===== src/rtl/adc_cfg_pkg.sv =====
package adc_cfg_pkg;
  typedef enum logic [1:0] {
    ST_IDLE  = 2'd0,
    ST_LEAD  = 2'd1,
    ST_SHIFT = 2'd2,
    ST_TRAIL = 2'd3
  } xfer_state_e;
endpackage


===== src/rtl/adc_cfg_frame.sv =====
module adc_cfg_frame #(
  parameter int WORD_W      = 32,
  parameter int FIELD_W     = 16,
  parameter int LEGACY_W    = 8,
  parameter int LEN_FIELD_W = 7,
  parameter int LEN_W       = 5
) (
  input  logic [WORD_W-1:0]  word_i,
  input  logic               ext_i,
  output logic [FIELD_W-1:0] field_o,
  output logic [LEN_W-1:0]   len_o
);
  localparam logic [LEN_FIELD_W-1:0] MIN_L = LEN_FIELD_W'(LEGACY_W);
  localparam logic [LEN_FIELD_W-1:0] MAX_L = LEN_FIELD_W'(FIELD_W);

  logic [LEN_FIELD_W-1:0] len_raw;
  assign len_raw = word_i[LEN_FIELD_W-1:0];

  always_comb begin
    if (ext_i) begin
      field_o = word_i[WORD_W-1 -: FIELD_W];
      if (len_raw < MIN_L)      len_o = LEN_W'(LEGACY_W);
      else if (len_raw > MAX_L) len_o = LEN_W'(FIELD_W);
      else                      len_o = len_raw[LEN_W-1:0];
    end else begin
      // legacy byte left-aligned so MSB-first shifting is uniform
      field_o = {word_i[LEGACY_W-1:0], {(FIELD_W-LEGACY_W){1'b0}}};
      len_o   = LEN_W'(LEGACY_W);
    end
  end
endmodule


===== src/rtl/adc_cfg_tick.sv =====
module adc_cfg_tick #(
  parameter int HALF = 2
) (
  input  logic clk_i,
  input  logic rst_ni,
  input  logic en_i,
  output logic tick_o
);
  localparam int CNT_W = (HALF > 2) ? $clog2(HALF) : 1;
  localparam logic [CNT_W-1:0] LAST = CNT_W'(HALF - 1);

  logic [CNT_W-1:0] cnt_q;

  assign tick_o = en_i && (cnt_q == LAST);

  always_ff @(posedge clk_i or negedge rst_ni) begin
    if (!rst_ni)       cnt_q <= '0;
    else if (!en_i)    cnt_q <= '0;
    else if (tick_o)   cnt_q <= '0;
    else               cnt_q <= cnt_q + 1'b1;
  end
endmodule


===== src/rtl/adc_cfg_shift.sv =====
module adc_cfg_shift #(
  parameter int FIELD_W = 16
) (
  input  logic               clk_i,
  input  logic               rst_ni,
  input  logic               load_i,
  input  logic [FIELD_W-1:0] field_i,
  input  logic               launch_i,
  input  logic               capture_i,
  input  logic               finish_i,
  input  logic               sdi_i,
  output logic               sdo_o,
  output logic [FIELD_W-1:0] rx_o
);
  logic [FIELD_W-1:0] tx_q;

  always_ff @(posedge clk_i or negedge rst_ni) begin
    if (!rst_ni) begin
      tx_q  <= '0;
      rx_o  <= '0;
      sdo_o <= 1'b0;
    end else if (load_i) begin
      tx_q  <= field_i;
      rx_o  <= '0;
      sdo_o <= 1'b0;
    end else if (launch_i) begin
      sdo_o <= tx_q[FIELD_W-1];
      tx_q  <= {tx_q[FIELD_W-2:0], 1'b0};
    end else if (capture_i) begin
      rx_o  <= {rx_o[FIELD_W-2:0], sdi_i};
    end else if (finish_i) begin
      sdo_o <= 1'b0;
    end
  end
endmodule


===== src/rtl/adc_cfg_shifter.sv =====
module adc_cfg_shifter #(
  parameter int CLK_DIV     = 4,
  parameter int WORD_W      = 32,
  parameter int FIELD_W     = 16,
  parameter int LEGACY_W    = 8,
  parameter int LEN_FIELD_W = 7
) (
  input  logic               clk_i,
  input  logic               rst_ni,
  input  logic               cfg_wr_i,
  input  logic [WORD_W-1:0]  cfg_word_i,
  input  logic               ctl_wr_i,
  input  logic               edge_sel_i,
  input  logic               ext_mode_i,
  input  logic               sdi_i,
  output logic               sclk_o,
  output logic               sdo_o,
  output logic               sel_o,
  output logic               busy_o,
  output logic               done_o,
  output logic [FIELD_W-1:0] rdata_o
);
  import adc_cfg_pkg::*;

  localparam int HALF  = CLK_DIV / 2;
  localparam int LEN_W = $clog2(FIELD_W + 1);
  localparam int ECNT_W = LEN_W + 1;

  xfer_state_e        state_q;
  logic               edge_q, ext_q;
  logic [LEN_W-1:0]   len_q;
  logic [ECNT_W-1:0]  ecnt_q;
  logic [ECNT_W-1:0]  last_edge;
  logic [FIELD_W-1:0] field;
  logic [LEN_W-1:0]   len;
  logic [FIELD_W-1:0] rx;
  logic               tick, start, launch, capture, finish, active;

  assign active    = (state_q != ST_IDLE);
  assign start     = cfg_wr_i && !active;
  assign last_edge = {len_q, 1'b0} - ECNT_W'(1);
  assign launch    = tick && ((state_q == ST_LEAD) ||
                              (state_q == ST_SHIFT && !ecnt_q[0]));
  assign capture   = tick && (state_q == ST_SHIFT) && ecnt_q[0];
  assign finish    = tick && (state_q == ST_TRAIL);

  adc_cfg_frame #(
    .WORD_W(WORD_W), .FIELD_W(FIELD_W), .LEGACY_W(LEGACY_W),
    .LEN_FIELD_W(LEN_FIELD_W), .LEN_W(LEN_W)
  ) u_frame (
    .word_i (cfg_word_i),
    .ext_i  (ext_q),
    .field_o(field),
    .len_o  (len)
  );

  adc_cfg_tick #(.HALF(HALF)) u_tick (
    .clk_i (clk_i),
    .rst_ni(rst_ni),
    .en_i  (active),
    .tick_o(tick)
  );

  adc_cfg_shift #(.FIELD_W(FIELD_W)) u_shift (
    .clk_i    (clk_i),
    .rst_ni   (rst_ni),
    .load_i   (start),
    .field_i  (field),
    .launch_i (launch),
    .capture_i(capture),
    .finish_i (finish),
    .sdi_i    (sdi_i),
    .sdo_o    (sdo_o),
    .rx_o     (rx)
  );

  // control bits frozen while a frame is in flight
  always_ff @(posedge clk_i or negedge rst_ni) begin
    if (!rst_ni) begin
      edge_q <= 1'b0;
      ext_q  <= 1'b0;
    end else if (ctl_wr_i && !active) begin
      edge_q <= edge_sel_i;
      ext_q  <= ext_mode_i;
    end
  end

  always_ff @(posedge clk_i or negedge rst_ni) begin
    if (!rst_ni) begin
      state_q <= ST_IDLE;
      sclk_o  <= 1'b1;
      len_q   <= '0;
      ecnt_q  <= '0;
      done_o  <= 1'b0;
      rdata_o <= '0;
    end else begin
      done_o <= 1'b0;
      unique case (state_q)
        ST_IDLE: begin
          sclk_o <= ~edge_q;
          if (start) begin
            state_q <= ST_LEAD;
            len_q   <= len;
            ecnt_q  <= '0;
          end
        end
        ST_LEAD: if (tick) begin
          sclk_o  <= ~sclk_o;
          ecnt_q  <= ECNT_W'(1);
          state_q <= ST_SHIFT;
        end
        ST_SHIFT: if (tick) begin
          sclk_o <= ~sclk_o;
          ecnt_q <= ecnt_q + 1'b1;
          if (ecnt_q == last_edge) state_q <= ST_TRAIL;
        end
        ST_TRAIL: if (tick) begin
          state_q <= ST_IDLE;
          done_o  <= 1'b1;
          rdata_o <= rx;
        end
        default: state_q <= ST_IDLE;
      endcase
    end
  end

  assign sel_o  = active;
  assign busy_o = active;
endmodule


===== config.mk =====
export PLATFORM = sky130hd
export DESIGN_NAME = adc_cfg_shifter
export DESIGN_NICKNAME = d
export VERILOG_FILES = /design/src/rtl/adc_cfg_pkg.sv /design/src/rtl/adc_cfg_frame.sv /design/src/rtl/adc_cfg_tick.sv /design/src/rtl/adc_cfg_shift.sv /design/src/rtl/adc_cfg_shifter.sv
export SDC_FILE = /design/constraint.sdc
export NUM_CORES = 1
export LEC_CHECK = 0
export ABC_AREA = 1
export BUFFER_PORTS_ARGS = -buffer_cell sky130_fd_sc_hd__buf_2
export CAP_MARGIN = 20
export CORE_ASPECT_RATIO = 2
export CORE_MARGIN = 1.5
export CORE_UTILIZATION = 34
export CTS_BUF_LIST = sky130_fd_sc_hd__clkbuf_8
export DETAILED_ROUTE_END_ITERATION = 10
export PLACE_DENSITY_LB_ADDON = 0.25
export SLEW_MARGIN = 20
export SYNTH_ARGS = -nofsm -noshare
export SYNTH_HDL_FRONTEND = slang
export SYNTH_SLANG_ARGS = --single-unit

===== constraint.sdc =====
create_clock -name clk_i -period 4.5 [get_ports clk_i]
set_input_delay 0.9 -clock clk_i [delete_from_list [all_inputs] [get_ports clk_i]]
set_output_delay 0.9 -clock clk_i [all_outputs]
set_load 0.01 [all_outputs]

; ---- Yosys cells after proc, flatten, opt, wreduce, memory -nomap -nowiden
; Index checks and enable logic that the tools add are counted.
[classes]
n_eq_ne = 12
n_bitwise = 2
n_mux = 29
addsub = 3
n_lt_le_gt_ge = 2
reduce_logical = 26
[op_table]
columns = operator, n
row1 = two-way mux 16 bit, 6
row2 = two-way mux 6 bit, 3
row3 = one-hot mux 6 bit (3 select lines), 1
row4 = two-way mux 5 bit, 3
row5 = two-way mux 2 bit, 5
row6 = "!= test 2 bit, second input constant", 5
row7 = AND reduction 2 bit, 5
row8 = two-way mux 1 bit, 9
row9 = logical AND 1 bit, 8
row10 = one-hot mux 2 bit (4 select lines), 1
row11 = nonzero test 2 bit, 4
row12 = "> comparator 7 x 5 -> 1 bit, second input constant", 1
row13 = "less-than comparator 7 x 4 -> 1 bit, second input constant", 1
row14 = "adder 6 x 1 -> 6 bit, second input constant", 1
row15 = equality test 6 bit, 1
row16 = nonzero test 3 bit, 2
row17 = "subtractor 6 x 1 -> 6 bit, second input constant", 1
row18 = AND reduction 5 bit, 1
row19 = "equality test 2 bit, second input constant", 2
row20 = "!= test 2 x 1 -> 1 bit, second input constant", 2
row21 = AND reduction 4 bit, 1
row22 = "!= test 3 bit, second input constant", 1
row23 = "equality test 2 x 1 -> 1 bit, second input constant", 1
row24 = logical NOT 1 bit, 2
row25 = other kinds (6), 7
[totals]
ff_bits = 67
elab_cells = 86
output_inout_bits = 21

; ---- Logic depth before layout (Yosys ltp)
[depth]
depth_word = 7
ltp_mapped = 12
ltp_nobuf = 12

; ---- Cells and area by module
; From an unflattened synthesis, not the netlist that was laid out.
[hier_totals]
cells_unflattened = 445
area_unflattened_um2 = 3422.0
[modules_own_cells]
columns = module, n_inst, area_per_inst_um2, cells_each
row1 = adc_cfg_shifter, 1, 1640.3, 212
row2 = adc_cfg_shift, 1, 1483.9, 166
row3 = adc_cfg_frame, 1, 255.2, 62
row4 = adc_cfg_tick, 1, 42.5, 5

; ---- Least setup slack after synthesis
; Ideal clock, no wire load.
[synth_path]
kind = reg-to-output
from = register state_q[0]
to = output sel_o
n_path_buf = 1
stages_incl_launch_ff = 5
path_slack_ns = 2.586
required_time_ns = 3.600
t_arrival_ns = 1.014
path_cell_list = dfrtp_1 inv_1 ha_1 inv_1 buf_4
[synth_via]
elab_chain_cells = 1
[synth_lines]
columns = element, line
row1 = from (decl), adc_cfg_shifter.sv:29  ; xfer_state_e state_q;
row2 = from (signal assigned), adc_cfg_shifter.sv:90  ; state_q <= ST_IDLE;
row3 = from (signal assigned), adc_cfg_shifter.sv:102  ; state_q <= ST_LEAD;
row4 = from (signal assigned), adc_cfg_shifter.sv:110  ; state_q <= ST_SHIFT;
row5 = nonzero test 2 bit, adc_cfg_shifter.sv:39  ; assign active = (state_q != ST_IDLE);
row6 = to (decl), adc_cfg_shifter.sv:18  ; output logic sel_o,
; No other way between the ends.

; ---- Final worst setup path
[layout_path]
from = register state_q[0]
to = register len_q[1]
[layout_via]
elab_chain_cells = 4
word_cells_on_any_way = 5
[layout_lines]
columns = element, line
row1 = nonzero test 2 bit, adc_cfg_shifter.sv:39
row2 = logical NOT 1 bit, --
row3 = logical AND 1 bit, adc_cfg_shifter.sv:40  ; assign start = cfg_wr_i && !active;
row4 = AND reduction 2 bit (no source line) (*), --
row5 = to (signal assigned), adc_cfg_shifter.sv:103  ; len_q <= len;
row6 = to (decl), adc_cfg_shifter.sv:31  ; logic [LEN_W-1:0] len_q;
; Every way passes the cells marked *; elsewhere a longest branch is shown, timed or not.
; A chain may end at the register's enable or synchronous reset.

==> results.ini <==
[synth]
synth_compound_area_frac=0.1773
ys_seq_area_frac=0.5307
yosysUniqueCellTypes=33
synth-seq-cells=67
ys.flop_type=dfrtp_1
synth_warnings=0
synth_fa_ha_area_frac=0.02770
synthXorXnorAreaFrac=0.002770
synthesis.area_um2=3162
synth_edf_count=0
synthMuxAreaShare=0.003562
synth-simple-area-share=0.1690
synth_top_family_by_area=compound AO/OA/AOI/OAI gates
async_flop_share=1.000
synth_nets=408
syn_area_per_cell_um2=8.734
netlist_instances=362

[place]
gp_congestion=0.7525
place_area_um2=3473
hpwl_um=4798
placed_cells=503
portBuffers=51

[pwr]
power_density_nw_per_um2=556.2
p_leak_nw=1.792
p_int_mw=1.211
clkPwrFrac=0.225
p_sw_mw=0.8207
p_comb_frac=0.381
p_seq_frac=0.395
switching_share=0.4039
ir_drop_mv=0.2971

[worst_setup_path]
ff2ff_path_depth=7
crit_type=reg -> reg
critPathCaptureType=flip-flop
crit_path_max_fanout=16
slowest_stage=nor2_1
crit_arrival_ns=2.74
cpPeakStageDelay_ns=0.63
crit_required_ns=4.76
critPathLaunchType=flip-flop
cp_cell_sequence=inv_1, ha_1, nand2_2, nor2_1, a21boi_0, nand3_1, o21ai_0

[detailed_routing]
drt_iter0_drc=122
drt_pre_antenna_iters=4
routed_wl_um=6645
drtAntennaViolNets=0
wl_per_cell_um=12.80
vias=2559
viasPerCell=4.931
remaining_drc_errors=0

[finish]
layout-drive-gt1-share=0.1918
layout_commonest_cell=nand2_1
fillers=935
post-route-cell-area_um2=3654
utilization=0.4054
fin_nets=458
stdcell_count=519
final_cell_mix=nand2_1 (75), dfrtp_1 (66), o21ai_0 (54)
antenna_cells=0
area_delta_synth_final_pct=15.55

[min_path]
min_path_cells=1
worst_hold_path_type=reg -> reg

[cts]
postCtsSetupBuffers=0
hold_buffers=0
clock_path_buffers=2
ctsResizeCount=0
cts-root-buf=clkbuf_8
cts.clk_slew.worst_paths_ns=0.07
cts_tree=done
cts_buffers=9
cts.sinks=67
clock_latency_ns=0.35
cts.htree.levels=3

[timing]
skew_ns=0.007253
timing.slew.headroom=0.4130
fin_crit_ns=2.477
hold_viol=0
finalMaxSlewViolations=0
setup_viol=0
worstMarginPinSlew_ns=0.8783
fmax_mhz=403.8
fin_setup_tns_ns=0
min_period_over_period=0.5504
rsz0062_at_grt=no

[global_routing]
grt_pass1_vias=2641
grt_use_met2=0.2641
top_usage_layer=met2
met1_usage=0.1575
grt_overflow=0
grt_max_degree=37
use_met3=0.03114
grt_antenna_before_repair=0
grt_pass1_wl_um=11660
track_usage=0.1477

[floorplan]
dieWidth_um=71.19
ios=60
die_h_um=139.4
core-area_um2=9012
num_rows=49
start_util=0.3508
dieArea_um2=9922

[outcome]
status=completed

[flow_run]
cap_violations=0

-- final cells by class --
| type | count | area [um2] | area share |
|---|---|---|---|
| Multi-Input combinational cell | 228 | 1202 | 0.3291 |
| Clock buffer | 11 | 151.4 | 0.04144 |
| Clock inverter | 5 | 28.78 | 0.007877 |
| Sequential cell | 67 | 1678 | 0.4592 |
| Inverter | 54 | 202.7 | 0.05548 |
| Timing Repair Buffer | 52 | 262.8 | 0.07192 |
| Tap cell | 102 | 127.6 | 0.03493 |
-- layer usage --
| layer | part of all wire | vias to the layer above |
|---|---|---|
| met5 | 0 | - |
| met1 | 0.40 | 1196 |
| met2 | 0.54 | 56 |
| li1 | - | 1292 |
| met3 | 0.037 | 15 |
| met4 | 0.021 | 0 |
-- synthesized netlist by cell type (2+ instances only) --
cell / number / area share
o21ai_0: 54 / 0.085
nor2_1: 20 / 0.024
buf_6: 2 / 0.0071
nand2_2: 2 / 0.0040
nand3_1: 16 / 0.025
nand2_1: 75 / 0.089
inv_1: 51 / 0.061
a22oi_1: 8 / 0.019
nor3_1: 4 / 0.0063
buf_2: 5 / 0.0079
inv_2: 3 / 0.0036
o22ai_1: 21 / 0.042
clkbuf_1: 3 / 0.0036
dfrtp_1: 66 / 0.52
a21oi_1: 7 / 0.011
ha_1: 7 / 0.028
buf_4: 2 / 0.0047
-- worst max-delay path: cells and delay by family (launching register included) --
family	cells	cell delay, ns
buffers and inverters	1	0.12
AOI/OAI and AO/OA	2	0.49
DFF	1	0.43
and+or+nand+nor	3	1.06
adders and majority gates	1	0.28
-- kinds of logic after synthesis --
| family | Yosys count |
|---|---|
| XOR/XNOR | 1 |
| multiplexers | 1 |
| AO/OA/AOI/OAI | 97 |
| adder cells (fa/ha/maj) | 7 |
| AND/OR/NAND/NOR | 122 |
| buffers and inverters | 67 |
| flip-flops | 67 |
-- worst paths after layout --
check | slack, ns | start | to
setup / recovery | 2.02 | state_q[0]$_DFFE_PN0P_ | len_q[1]$_DFFE_PN0P_
hold / removal | 0.44 | u_tick.cnt_q$_DFF_PN0_ | u_tick.cnt_q$_DFF_PN0_
setup reg to reg | 2.02 | state_q[0]$_DFFE_PN0P_ | len_q[1]$_DFFE_PN0P_
hold reg to reg | 0.44 | u_tick.cnt_q$_DFF_PN0_ | u_tick.cnt_q$_DFF_PN0_
max in group asynchronous | 2.94 | rst_ni | rdata_o[9]$_DFFE_PN0P_
min in group asynchronous | 0.61 | rst_ni | rdata_o[13]$_DFFE_PN0P_
-- sequential cells by signal, indices dropped and copies added (netlist names), 2 cells and up --
| signal | count |
|---|---|
| ecnt_q | 6 |
| u_shift.tx_q | 16 |
| state_q | 2 |
| rdata_o | 16 |
| len_q | 5 |
| u_shift.rx_o | 16 |
-- stage by stage --
step	hold WS (ns)	worst slack, ns	power, mW
finish	0.4401	2.023	2.032
global route	0.4442	1.726	2.220
CTS	0.4400	2.004	2.068
detailed placement	0.4293	1.889	1.598
global placement	0.4278	1.935	1.575
floorplan	0.4165	2.586	1.412
-- power by group through the flow --
stage	clock network [mW]	registers, mW	logic, mW
floorplan	0	0.802	0.610
CTS	0.476	0.803	0.789
global placement	0	0.809	0.766
global route	0.501	0.817	0.902
finish	0.456	0.802	0.774
detailed placement	0	0.813	0.785
Note: power is estimated with default switching activity, not from simulation.
